`config.mk`:
```
export PLATFORM = sky130hd
export DESIGN_NAME = io3_rst_qual
export DESIGN_NICKNAME = d
export VERILOG_FILES = /design/src/rtl/io3_rst_pkg.sv /design/src/rtl/io3_sync.sv /design/src/rtl/io3_pulse_qual.sv /design/src/rtl/io3_rst_seq.sv /design/src/rtl/io3_rst_qual.sv
export SDC_FILE = /design/constraint.sdc
export NUM_CORES = 1
export LEC_CHECK = 0
export BUFFER_PORTS_ARGS = -buffer_cell sky130_fd_sc_hd__buf_4
export CAP_MARGIN = 30
export CORE_MARGIN = 3
export CORE_UTILIZATION = 50
export CTS_BUF_LIST = sky130_fd_sc_hd__clkbuf_8
export CTS_CLUSTER_DIAMETER = 200
export DETAILED_ROUTE_END_ITERATION = 10
export PLACE_DENSITY = 0.76
export SLEW_MARGIN = 10
export SYNTH_ARGS = -nofsm -noshare
export SYNTH_HDL_FRONTEND = slang
export SYNTH_HIERARCHICAL = 1
export SYNTH_SLANG_ARGS = --single-unit
```
`constraint.sdc`:
```
create_clock -name clk_i -period 3.15 [get_ports clk_i]
set_clock_uncertainty 0.05 [all_clocks]
set_input_delay 0.63 -clock clk_i [delete_from_list [all_inputs] [get_ports clk_i]]
set_output_delay 0.63 -clock clk_i [all_outputs]
set_load 0.005 [all_outputs]
```
`src/rtl/io3_rst_pkg.sv`:
```
package io3_rst_pkg;
  typedef enum logic [1:0] {
    ST_IDLE  = 2'd0,
    ST_HWRST = 2'd1,
    ST_POR   = 2'd2,
    ST_HOLD  = 2'd3
  } rst_state_e;

  function automatic int max2(input int a, input int b);
    return (a > b) ? a : b;
  endfunction
endpackage

```
`src/rtl/io3_sync.sv`:
```
module io3_sync #(
  parameter int   STAGES  = 2,
  parameter logic RST_VAL = 1'b1
) (
  input  logic clk_i,
  input  logic rst_ni,
  input  logic d_i,
  output logic q_o
);
  logic [STAGES-1:0] ff_q;

  always_ff @(posedge clk_i or negedge rst_ni) begin
    if (!rst_ni) ff_q <= {STAGES{RST_VAL}};
    else         ff_q <= {ff_q[STAGES-2:0], d_i};
  end

  assign q_o = ff_q[STAGES-1];
endmodule

```
`src/rtl/io3_pulse_qual.sv`:
```
module io3_pulse_qual #(
  parameter int T_CS = 5,
  parameter int T_RP = 20
) (
  input  logic clk_i,
  input  logic rst_ni,
  input  logic pin_s_i,
  input  logic cs_ni,
  input  logic quad_en_i,
  input  logic feat_en_i,
  input  logic arm_i,
  output logic trig_o,
  output logic short_o
);
  localparam int CSW = $clog2(T_CS + 1);
  localparam int RPW = $clog2(T_RP + 1);

  logic [CSW-1:0] cs_cnt;
  logic [RPW-1:0] low_cnt;
  logic           blank_done, pin_is_rst, qual_low;

  always_ff @(posedge clk_i or negedge rst_ni) begin
    if (!rst_ni)                   cs_cnt <= '0;
    else if (!cs_ni)               cs_cnt <= '0;
    else if (cs_cnt != CSW'(T_CS)) cs_cnt <= cs_cnt + 1'b1;
  end

  assign blank_done = cs_ni && (cs_cnt == CSW'(T_CS));
  assign pin_is_rst = !quad_en_i || (feat_en_i && blank_done);
  assign qual_low   = arm_i && pin_is_rst && !pin_s_i;
  assign trig_o     = qual_low && (low_cnt == RPW'(T_RP - 1));
  // high after a partial count = pulse too short
  assign short_o    = arm_i && pin_s_i && (low_cnt != '0);

  always_ff @(posedge clk_i or negedge rst_ni) begin
    if (!rst_ni)                 low_cnt <= '0;
    else if (!qual_low || trig_o) low_cnt <= '0;
    else                         low_cnt <= low_cnt + 1'b1;
  end

  assert_cnt_below_rp_R1: assert property (@(posedge clk_i) disable iff (!rst_ni)
    low_cnt < RPW'(T_RP));
  assert_quad_nofeat_R3: assert property (@(posedge clk_i) disable iff (!rst_ni)
    (quad_en_i && !feat_en_i) |-> !trig_o);
  assert_cs_low_clears_R4: assert property (@(posedge clk_i) disable iff (!rst_ni)
    (quad_en_i && !cs_ni) |=> (low_cnt == '0));
  assert_cs_rise_blank_R4: assert property (@(posedge clk_i) disable iff (!rst_ni)
    (quad_en_i && $rose(cs_ni)) |-> !trig_o);
endmodule

```
`src/rtl/io3_rst_seq.sv`:
```
module io3_rst_seq
  import io3_rst_pkg::*;
#(
  parameter int T_RPH = 3500,
  parameter int T_PU  = 30000,
  parameter int T_RS  = 5,
  parameter int T_RH  = 5,
  parameter int T_DIS = 2
) (
  input  logic clk_i,
  input  logic rst_ni,
  input  logic pin_s_i,
  input  logic pu_done_i,
  input  logic por_ok_i,
  input  logic sw_rst_i,
  input  logic trig_i,
  input  logic short_i,
  input  logic rd_end_i,
  output logic arm_o,
  output logic rst_active_o,
  output logic por_req_o,
  output logic out_hiz_o,
  output logic cmd_ignore_o,
  output logic drive_hi_o,
  output logic err_o
);
  localparam int T_HOLD = max2(T_RS, T_RH);
  localparam int TW     = $clog2(max2(T_RPH, T_PU) + 1);
  localparam int HW     = $clog2(T_HOLD + 1);
  localparam int DW     = $clog2(T_DIS + 1);

  rst_state_e    state, state_n;
  logic [TW-1:0] tmr;
  logic [HW-1:0] hold_cnt;
  logic [DW-1:0] dis_cnt;
  logic          pu_q, pu_rise, err_q;

  assign pu_rise = pu_done_i && !pu_q;

  always_comb begin
    state_n = state;
    unique case (state)
      ST_IDLE: begin
        if (sw_rst_i)                state_n = ST_HWRST;
        else if (trig_i)             state_n = por_ok_i ? ST_HWRST : ST_POR;
        else if (pu_rise && !pin_s_i) state_n = ST_HOLD;
      end
      ST_HWRST: if (tmr == TW'(T_RPH - 1)) state_n = ST_HOLD;
      ST_POR:   if (tmr == TW'(T_PU - 1))  state_n = ST_HOLD;
      ST_HOLD:  if (pin_s_i && hold_cnt == HW'(T_HOLD - 1)) state_n = ST_IDLE;
      default:  state_n = ST_IDLE;
    endcase
  end

  always_ff @(posedge clk_i or negedge rst_ni) begin
    if (!rst_ni) begin
      state    <= ST_IDLE;
      tmr      <= '0;
      hold_cnt <= '0;
      dis_cnt  <= '0;
      pu_q     <= 1'b0;
      err_q    <= 1'b0;
    end else begin
      state <= state_n;
      pu_q  <= pu_done_i;
      if (state_n != state || !(state == ST_HWRST || state == ST_POR)) tmr <= '0;
      else tmr <= tmr + 1'b1;
      if (state != ST_HOLD || !pin_s_i) hold_cnt <= '0;
      else                              hold_cnt <= hold_cnt + 1'b1;
      if (short_i || (state == ST_HOLD && !pin_s_i && hold_cnt != '0)) err_q <= 1'b1;
      if (state_n != ST_IDLE)  dis_cnt <= '0;
      else if (rd_end_i)       dis_cnt <= DW'(T_DIS);
      else if (dis_cnt != '0)  dis_cnt <= dis_cnt - 1'b1;
    end
  end

  assign arm_o        = (state == ST_IDLE) && pu_done_i && pu_q;
  assign rst_active_o = (state == ST_HWRST) || (state == ST_POR);
  assign por_req_o    = (state == ST_POR);
  assign out_hiz_o    = (state != ST_IDLE);
  assign cmd_ignore_o = (state != ST_IDLE) || !pu_done_i;
  assign drive_hi_o   = (dis_cnt != '0);
  assign err_o        = err_q;

  assert_por_only_on_fail_R6: assert property (@(posedge clk_i) disable iff (!rst_ni)
    $rose(por_req_o) |-> !$past(por_ok_i));
  assert_sw_rst_warm_R9: assert property (@(posedge clk_i) disable iff (!rst_ni)
    (state == ST_IDLE && sw_rst_i) |=> (rst_active_o && !por_req_o));
  assert_err_sticky_R11: assert property (@(posedge clk_i) disable iff (!rst_ni)
    err_o |=> err_o);
  assert_no_drive_in_hiz_R10: assert property (@(posedge clk_i) disable iff (!rst_ni)
    out_hiz_o |-> !drive_hi_o);
  assert_hold_needs_high_R7: assert property (@(posedge clk_i) disable iff (!rst_ni)
    ($past(state) == ST_HOLD && state == ST_IDLE) |-> $past(pin_s_i));
endmodule

```
`src/rtl/io3_rst_qual.sv`:
```
module io3_rst_qual #(
  parameter int T_CS  = 5,
  parameter int T_RP  = 20,
  parameter int T_RPH = 3500,
  parameter int T_PU  = 30000,
  parameter int T_RS  = 5,
  parameter int T_RH  = 5,
  parameter int T_DIS = 2
) (
  input  logic clk_i,
  input  logic rst_ni,
  input  logic pin_i,
  input  logic cs_ni,
  input  logic rst_feat_en_i,
  input  logic quad_en_i,
  input  logic pu_done_i,
  input  logic por_ok_i,
  input  logic sw_rst_i,
  input  logic quad_rd_end_i,
  output logic rst_active_o,
  output logic por_req_o,
  output logic out_hiz_o,
  output logic cmd_ignore_o,
  output logic drive_hi_o,
  output logic pulse_err_o
);
  logic pin_s, arm, trig, short_p;

  io3_sync #(.STAGES(2), .RST_VAL(1'b1)) u_sync (
    .clk_i (clk_i),
    .rst_ni(rst_ni),
    .d_i   (pin_i),
    .q_o   (pin_s)
  );

  io3_pulse_qual #(.T_CS(T_CS), .T_RP(T_RP)) u_qual (
    .clk_i    (clk_i),
    .rst_ni   (rst_ni),
    .pin_s_i  (pin_s),
    .cs_ni    (cs_ni),
    .quad_en_i(quad_en_i),
    .feat_en_i(rst_feat_en_i),
    .arm_i    (arm),
    .trig_o   (trig),
    .short_o  (short_p)
  );

  io3_rst_seq #(
    .T_RPH(T_RPH), .T_PU(T_PU), .T_RS(T_RS), .T_RH(T_RH), .T_DIS(T_DIS)
  ) u_seq (
    .clk_i       (clk_i),
    .rst_ni      (rst_ni),
    .pin_s_i     (pin_s),
    .pu_done_i   (pu_done_i),
    .por_ok_i    (por_ok_i),
    .sw_rst_i    (sw_rst_i),
    .trig_i      (trig),
    .short_i     (short_p),
    .rd_end_i    (quad_rd_end_i),
    .arm_o       (arm),
    .rst_active_o(rst_active_o),
    .por_req_o   (por_req_o),
    .out_hiz_o   (out_hiz_o),
    .cmd_ignore_o(cmd_ignore_o),
    .drive_hi_o  (drive_hi_o),
    .err_o       (pulse_err_o)
  );

  assert_hiz_covers_reset_R5: assert property (@(posedge clk_i) disable iff (!rst_ni)
    rst_active_o |-> (out_hiz_o && cmd_ignore_o));
  assert_no_reset_before_pu_R8: assert property (@(posedge clk_i) disable iff (!rst_ni)
    (!pu_done_i && !rst_active_o && !sw_rst_i) |=> !rst_active_o);
endmodule

```
# [Yosys cells after proc, flatten, opt, wreduce, memory -nomap -nowiden]
# Index checks and enable logic that the tools add are counted.
[word_totals] word_cells=76 ff_bits=34
[classes] n_addsub=5 n_eq_ne=12 mux=16 n_reduce_logical=34
[ops] cell="2-to-1 mux 2 bit" count=10
[ops] cell="adder 15 x 1 -> 15 bit, second input constant" count=1
[ops] cell="equality test 15 x 12 -> 1 bit, second input constant" count=1
[ops] cell="equality test 15 bit, second input constant" count=1
[ops] cell="2-to-1 mux 15 bit" count=1
[ops] cell="logical AND 1 bit" count=14
[ops] cell="2-to-1 mux 3 bit" count=3
[ops] cell="case mux 2 bit (4 select lines)" count=1
[ops] cell="logical OR 1 bit" count=7
[ops] cell="adder 3 x 1 -> 3 bit, second input constant" count=2
[ops] cell="equality test 3 bit, second input constant" count=2
[ops] cell="zero test 1 bit" count=6
[ops] cell="nonzero test 2 bit" count=3
[ops] cell="nonzero test 3 bit" count=2
[ops] cell="adder 5 x 1 -> 5 bit, second input constant" count=1
[ops] cell="equality test 5 bit, second input constant" count=1
[ops] cell="2-to-1 mux 5 bit" count=1
[ops] cell="nonzero test 5 bit" count=1
[ops] cell="equality test 2 bit, second input constant" count=2
[ops] cell="inequality test 3 bit, second input constant" count=1
[ops] cell="equality test 2 x 1 -> 1 bit, second input constant" count=1
[ops] cell="zero test 2 bit" count=1
[ops] cell="inequality test 2 x 1 -> 1 bit, second input constant" count=1
[ops] cell="inequality test 2 bit" count=1
[ops] cell="other kinds (2)" count=2

# [Logic depth before layout (Yosys ltp)]
[depth] depth_word=13 ltp_mapped=12 depth_no_buf=11

# [Modules after synthesis]
# Netlist, hierarchy kept.
[modules_own_cells] module="io3_rst_seq" seq_area_each_um2=600.6 cells_per_inst=141 area_per_inst_um2=1413.9 instances=1
[modules_own_cells] module="io3_pulse_qual" seq_area_each_um2=200.2 cells_per_inst=47 area_per_inst_um2=483.0 instances=1
[modules_own_cells] module="io3_sync" seq_area_each_um2=52.6 cells_per_inst=2 area_per_inst_um2=52.6 instances=1

# [Worst setup path before layout]
# No wires, ideal clock.
[synth_path] kind="register to register" from="register u_seq.state[0]" to="register u_seq.tmr[6]" path_buffers=1 required_ns=3.031 setup_time_ns=0.069 slack_ns=0.713 path_stages_with_launch=13 arrival_time_ns=2.318 period_less_slack_ns=2.437 cell_sequence="dfrtp_1 -> inv_1 -> ha_1 -> and3_1 -> and2b_2 -> o21ai_1 -> nor2_1 -> nand2_1 -> a21oi_1 -> a2111oi_2 -> o211ai_4 -> buf_6 -> nor2_2"
[synth_between] elab_chain_cells=12 elab_cells_between_ends=21 cone_classes="eq/ne: 4; mux: 8; reduce/logical: 9"
[synth_rtl] item="start: declaration" line_no="io3_rst_seq.sv:32" text="rst_state_e state, state_n;"
[synth_rtl] item="start signal: assignment" line_no="io3_rst_seq.sv:64" text="state <= state_n;"
[synth_rtl] item="zero test 2 bit" line_no="io3_rst_seq.sv:77" text="assign arm_o = (state == ST_IDLE) && pu_done_i && pu_q;"
[synth_rtl] item="logical AND 1 bit (2 in series)" line_no="io3_rst_seq.sv:77"
[synth_rtl] item="named net arm" line_no="io3_rst_qual.sv:27" text="logic pin_s, arm, trig, short_p;"
[synth_rtl] item="logical AND 1 bit (2 in series)" line_no="io3_pulse_qual.sv:30" text="assign qual_low = arm_i && pin_is_rst && !pin_s_i;"
[synth_rtl] item="logical AND 1 bit" line_no="io3_pulse_qual.sv:31" text="assign trig_o = qual_low && (low_cnt == RPW'(T_RP - 1));"
[synth_rtl] item="named net trig" line_no="io3_rst_qual.sv:27"
[synth_rtl] item="2-to-1 mux 2 bit" line_no="io3_rst_seq.sv:45" text="else if (trig_i) state_n = por_ok_i ? ST_HWRST : ST_POR;"
[synth_rtl] item="2-to-1 mux 2 bit" line_no="io3_rst_seq.sv:44" text="if (sw_rst_i) state_n = ST_HWRST;"
[synth_rtl] item="case mux 2 bit (4 select lines)" line_no="io3_rst_seq.sv:42" text="unique case (state)"
[synth_rtl] item="inequality test 2 bit" line_no="io3_rst_seq.sv:66" text="if (state_n != state || !(state == ST_HWRST || state == ST_POR)) tmr <= '0;"
[synth_rtl] item="logical OR 1 bit" line_no="io3_rst_seq.sv:66"
[synth_rtl] item="2-to-1 mux 15 bit" line_no="io3_rst_seq.sv:66"
[synth_rtl] item="end signal: assignment" line_no="io3_rst_seq.sv:67" text="else tmr <= tmr + 1'b1;"
[synth_rtl] item="end: declaration" line_no="io3_rst_seq.sv:33" text="logic [TW-1:0] tmr;"
# The timed path passes the listed nets, and every way through them passes these cells.
# A chain may end at the register's enable or synchronous reset.

# [Worst setup path in the final report]
[layout_path] from="register u_seq.state[1]" to="register u_seq.tmr[5]"
# Same word-level chain as after synthesis.

==> flow_summary.toml <==
[synthesis]
ys_types = 48
synth_warnings = 6
synth_top_cell_by_area = "dfrtp_1"
synth_top_area_share = 0.4108
syn_nets = 213
synth_seq_area_share = 0.4377
synth_cells = 190
synth_edf_count = 0
synth.avg_cell_area_um2 = 10.26
ys_ff_latch = 34
ys.flop_type = "dfrtp_1"
synthTopCellsByArea = "dfrtp_1, ha_1, xor2_1"
synth_area_um2 = 1949
async_flop_share = 1.000

[cells_and_area]
antenna_cells = 0
area_growth_pct = 12.97
finalInstanceArea_um2 = 2202
nFillCells = 329
nets = 234
mostFrequentLayoutCells = "dfrtp_1, inv_1, nor2_1, buf_4, ha_1"
final_common_cell = "dfrtp_1"
drive_gt1_frac = 0.1981

[critical_path]
crit_arrival_ns = 2.90
path_cells = "inv_1 -> ha_1 -> and3_1 -> and2b_2 -> o21ai_1 -> nor2_1 -> nand2_1 -> a21oi_1 -> a2111oi_2 -> o211ai_4 -> nor2_1"
crit_fanout = 15
crit_slowest_cell = "o211ai_4"
cp.required_ns = 3.25
slowest_delay_ns = 0.52
worst_setup_path_start_kind = "register"
critPathKind = "reg2reg"
crit_top_cell = "nor2_1"
cp-end-kind = "register"

[clock_tree]
cts_resized = 0
clockBufferDepth = 2
cts_tree = "yes"
cts_made_buffers = 5
cts_root_buf = "clkbuf_8"
cts.clk_slew.worst_paths_ns = 0.06
cts_setup_buffers = 0
htreeDepth = 2
clkLatencyLatePin_ns = 0.28
holdBufCountCts = 0
clock-sinks = 34

[floorplanning]
dieHeight_um = 68.44
initial_core_util = 0.5246
coreArea_um2 = 3716
rows = 22
die_area_um2 = 4684
pin_count = 16
die_x_um = 68.44

[sta]
slew_headroom = 0.6141
finalCriticalPeriod_ns = 2.806
final-setup-viol-count = 0
tightest_slew_ns = 0.5760
timing.final.crit_share = 0.8909
maxSlewViolCount = 0
fin_tns_setup_ns = 0
max_freq_mhz = 356.3
finalHoldViolCount = 0
rsz0062_at_grt = "false"

[routing]
viasPerCell = 5.169
drt_wl_total_um = 3330
wl_per_cell_um = 12.81
drt_iter0_markers = 106
drc = 0
first_pass_iters = 4
detail-route-antenna-nets = 0
vias = 1344

[hold_path]
hp-class = "in2async"

[placed_design]
placed_area_um2 = 2111
portBuffers = 15
routabilityCongestion = 0.8628
hpwlAfterDp_um = 2446

[status]
status = "completed"

[power]
peakVddDrop_mv = 0.2477
cellLeakagePower_nw = 0.9911
p_per_area_nw_per_um2 = 467.4

[global_route]
antenna_found_initial = 0
grt_pass1_vias = 1237
grt-ovfl-total = 0
grt_pass1_wl_um = 5554
grt_max_degree = 35
grtUsageTotal = 0.1639

[flow_run]
maxCapViolations = 0
[sequential cells by signal, indices dropped and copies added, names as in the netlist]
name	flops
u_seq/hold_cnt	3
u_sync/ff_q	2
u_seq/tmr	15
u_seq/pu_q	1
u_seq/state	2
u_seq/dis_cnt	2
u_qual/cs_cnt	3
u_qual/low_cnt	5
u_seq/err_o	1
[final timing paths]
kind                                startpoint           endpoint  slack [ns]  cells past startpoint
max in group asynchronous               rst_ni     u_sync/ff_q[0]        2.48                      1
worst min-delay path                    rst_ni  u_qual/low_cnt[0]        0.23                      1
worst min register to register  u_sync/ff_q[0]     u_sync/ff_q[1]        0.31                      0
worst max register to register  u_seq/state[1]       u_seq/tmr[5]        0.34                     11
worst max-delay path            u_seq/state[1]       u_seq/tmr[5]        0.34                     11
min in group clk_i              u_sync/ff_q[0]     u_sync/ff_q[1]        0.31                      0
[power by group]
part / total, mW / internal (mW) / switching (mW)
clock network: 0.321 / 0.173 / 0.149
registers: 0.531 / 0.482 / 0.0486
logic: 0.177 / 0.0820 / 0.0949
total: 1.03 / 0.737 / 0.292
[Yosys cell counts, types with 3 or more instances]
library cell	number
nor2_1	18
nor4_1	3
ha_1	13
nor2_2	10
a31oi_1	3
xnor2_1	7
nand2_1	11
inv_1	20
nor3_1	5
nand4_1	5
xor2_1	11
nand3_1	8
o21ai_0	3
dfrtp_1	32
[cells by family (layout without fill, tap and decap cells)]
group,count (synthesis),in the layout,share of synthesized area
xor+xnor,18,18,0.08087
buf+inv,21,43,0.04429
mux,1,1,0.005135
compound gates,21,21,0.09628
flops,34,34,0.4377
simple gates,82,82,0.2523
fa+ha+maj,13,13,0.08344
[routing by layer]
metal / routed length (um) / part of all wire / track usage
met1: 1566 / 0.47 / 0.2048
met2: 1590 / 0.48 / 0.2503
met3: 131 / 0.039 / 0.05583
met4: 42 / 0.013 / 0.08189
met5: 0 / 0 / 0
[per-stage QoR]
stage | worst slack, ns | hold WS [ns] | instances | power (mW) | util
after floorplan | 0.7128 | 0.2844 | 190 | 0.6683 | -
after global placement | 0.3581 | 0.2978 | 252 | 0.7152 | 0.5680
after detailed placement | 0.3361 | 0.3037 | 252 | 0.7183 | 0.5680
after CTS | 0.3251 | 0.2357 | 260 | 1.052 | 0.5926
after global routing | 0.1056 | 0.2603 | 260 | 1.100 | 0.5926
final | 0.3436 | 0.2250 | 260 | 1.029 | 0.5926
[final cells by class]
class                           instances  area [um2]  share of cell area
Multi-Input combinational cell        135        1010              0.4585
Sequential cell                        34       853.3              0.3875
Timing Repair Buffer                   15       112.6             0.05114
Clock buffer                            6       82.58             0.03750
Inverter                               20       75.07             0.03409
Tap cell                               48       60.06             0.02727
Clock inverter                          2       8.758            0.003977
[critical path, delay by kind of cell (launching register included)]
| kind | cells | cell delay, ns |
|---|---|---|
| adders and majority gates | 1 | 0.27 |
| and+or+nand+nor | 5 | 0.79 |
| DFF | 1 | 0.40 |
| buffers and inverters | 1 | 0.18 |
| AOI/OAI and AO/OA | 4 | 0.98 |
No activity file was read; power rests on OpenSTA's default activity.
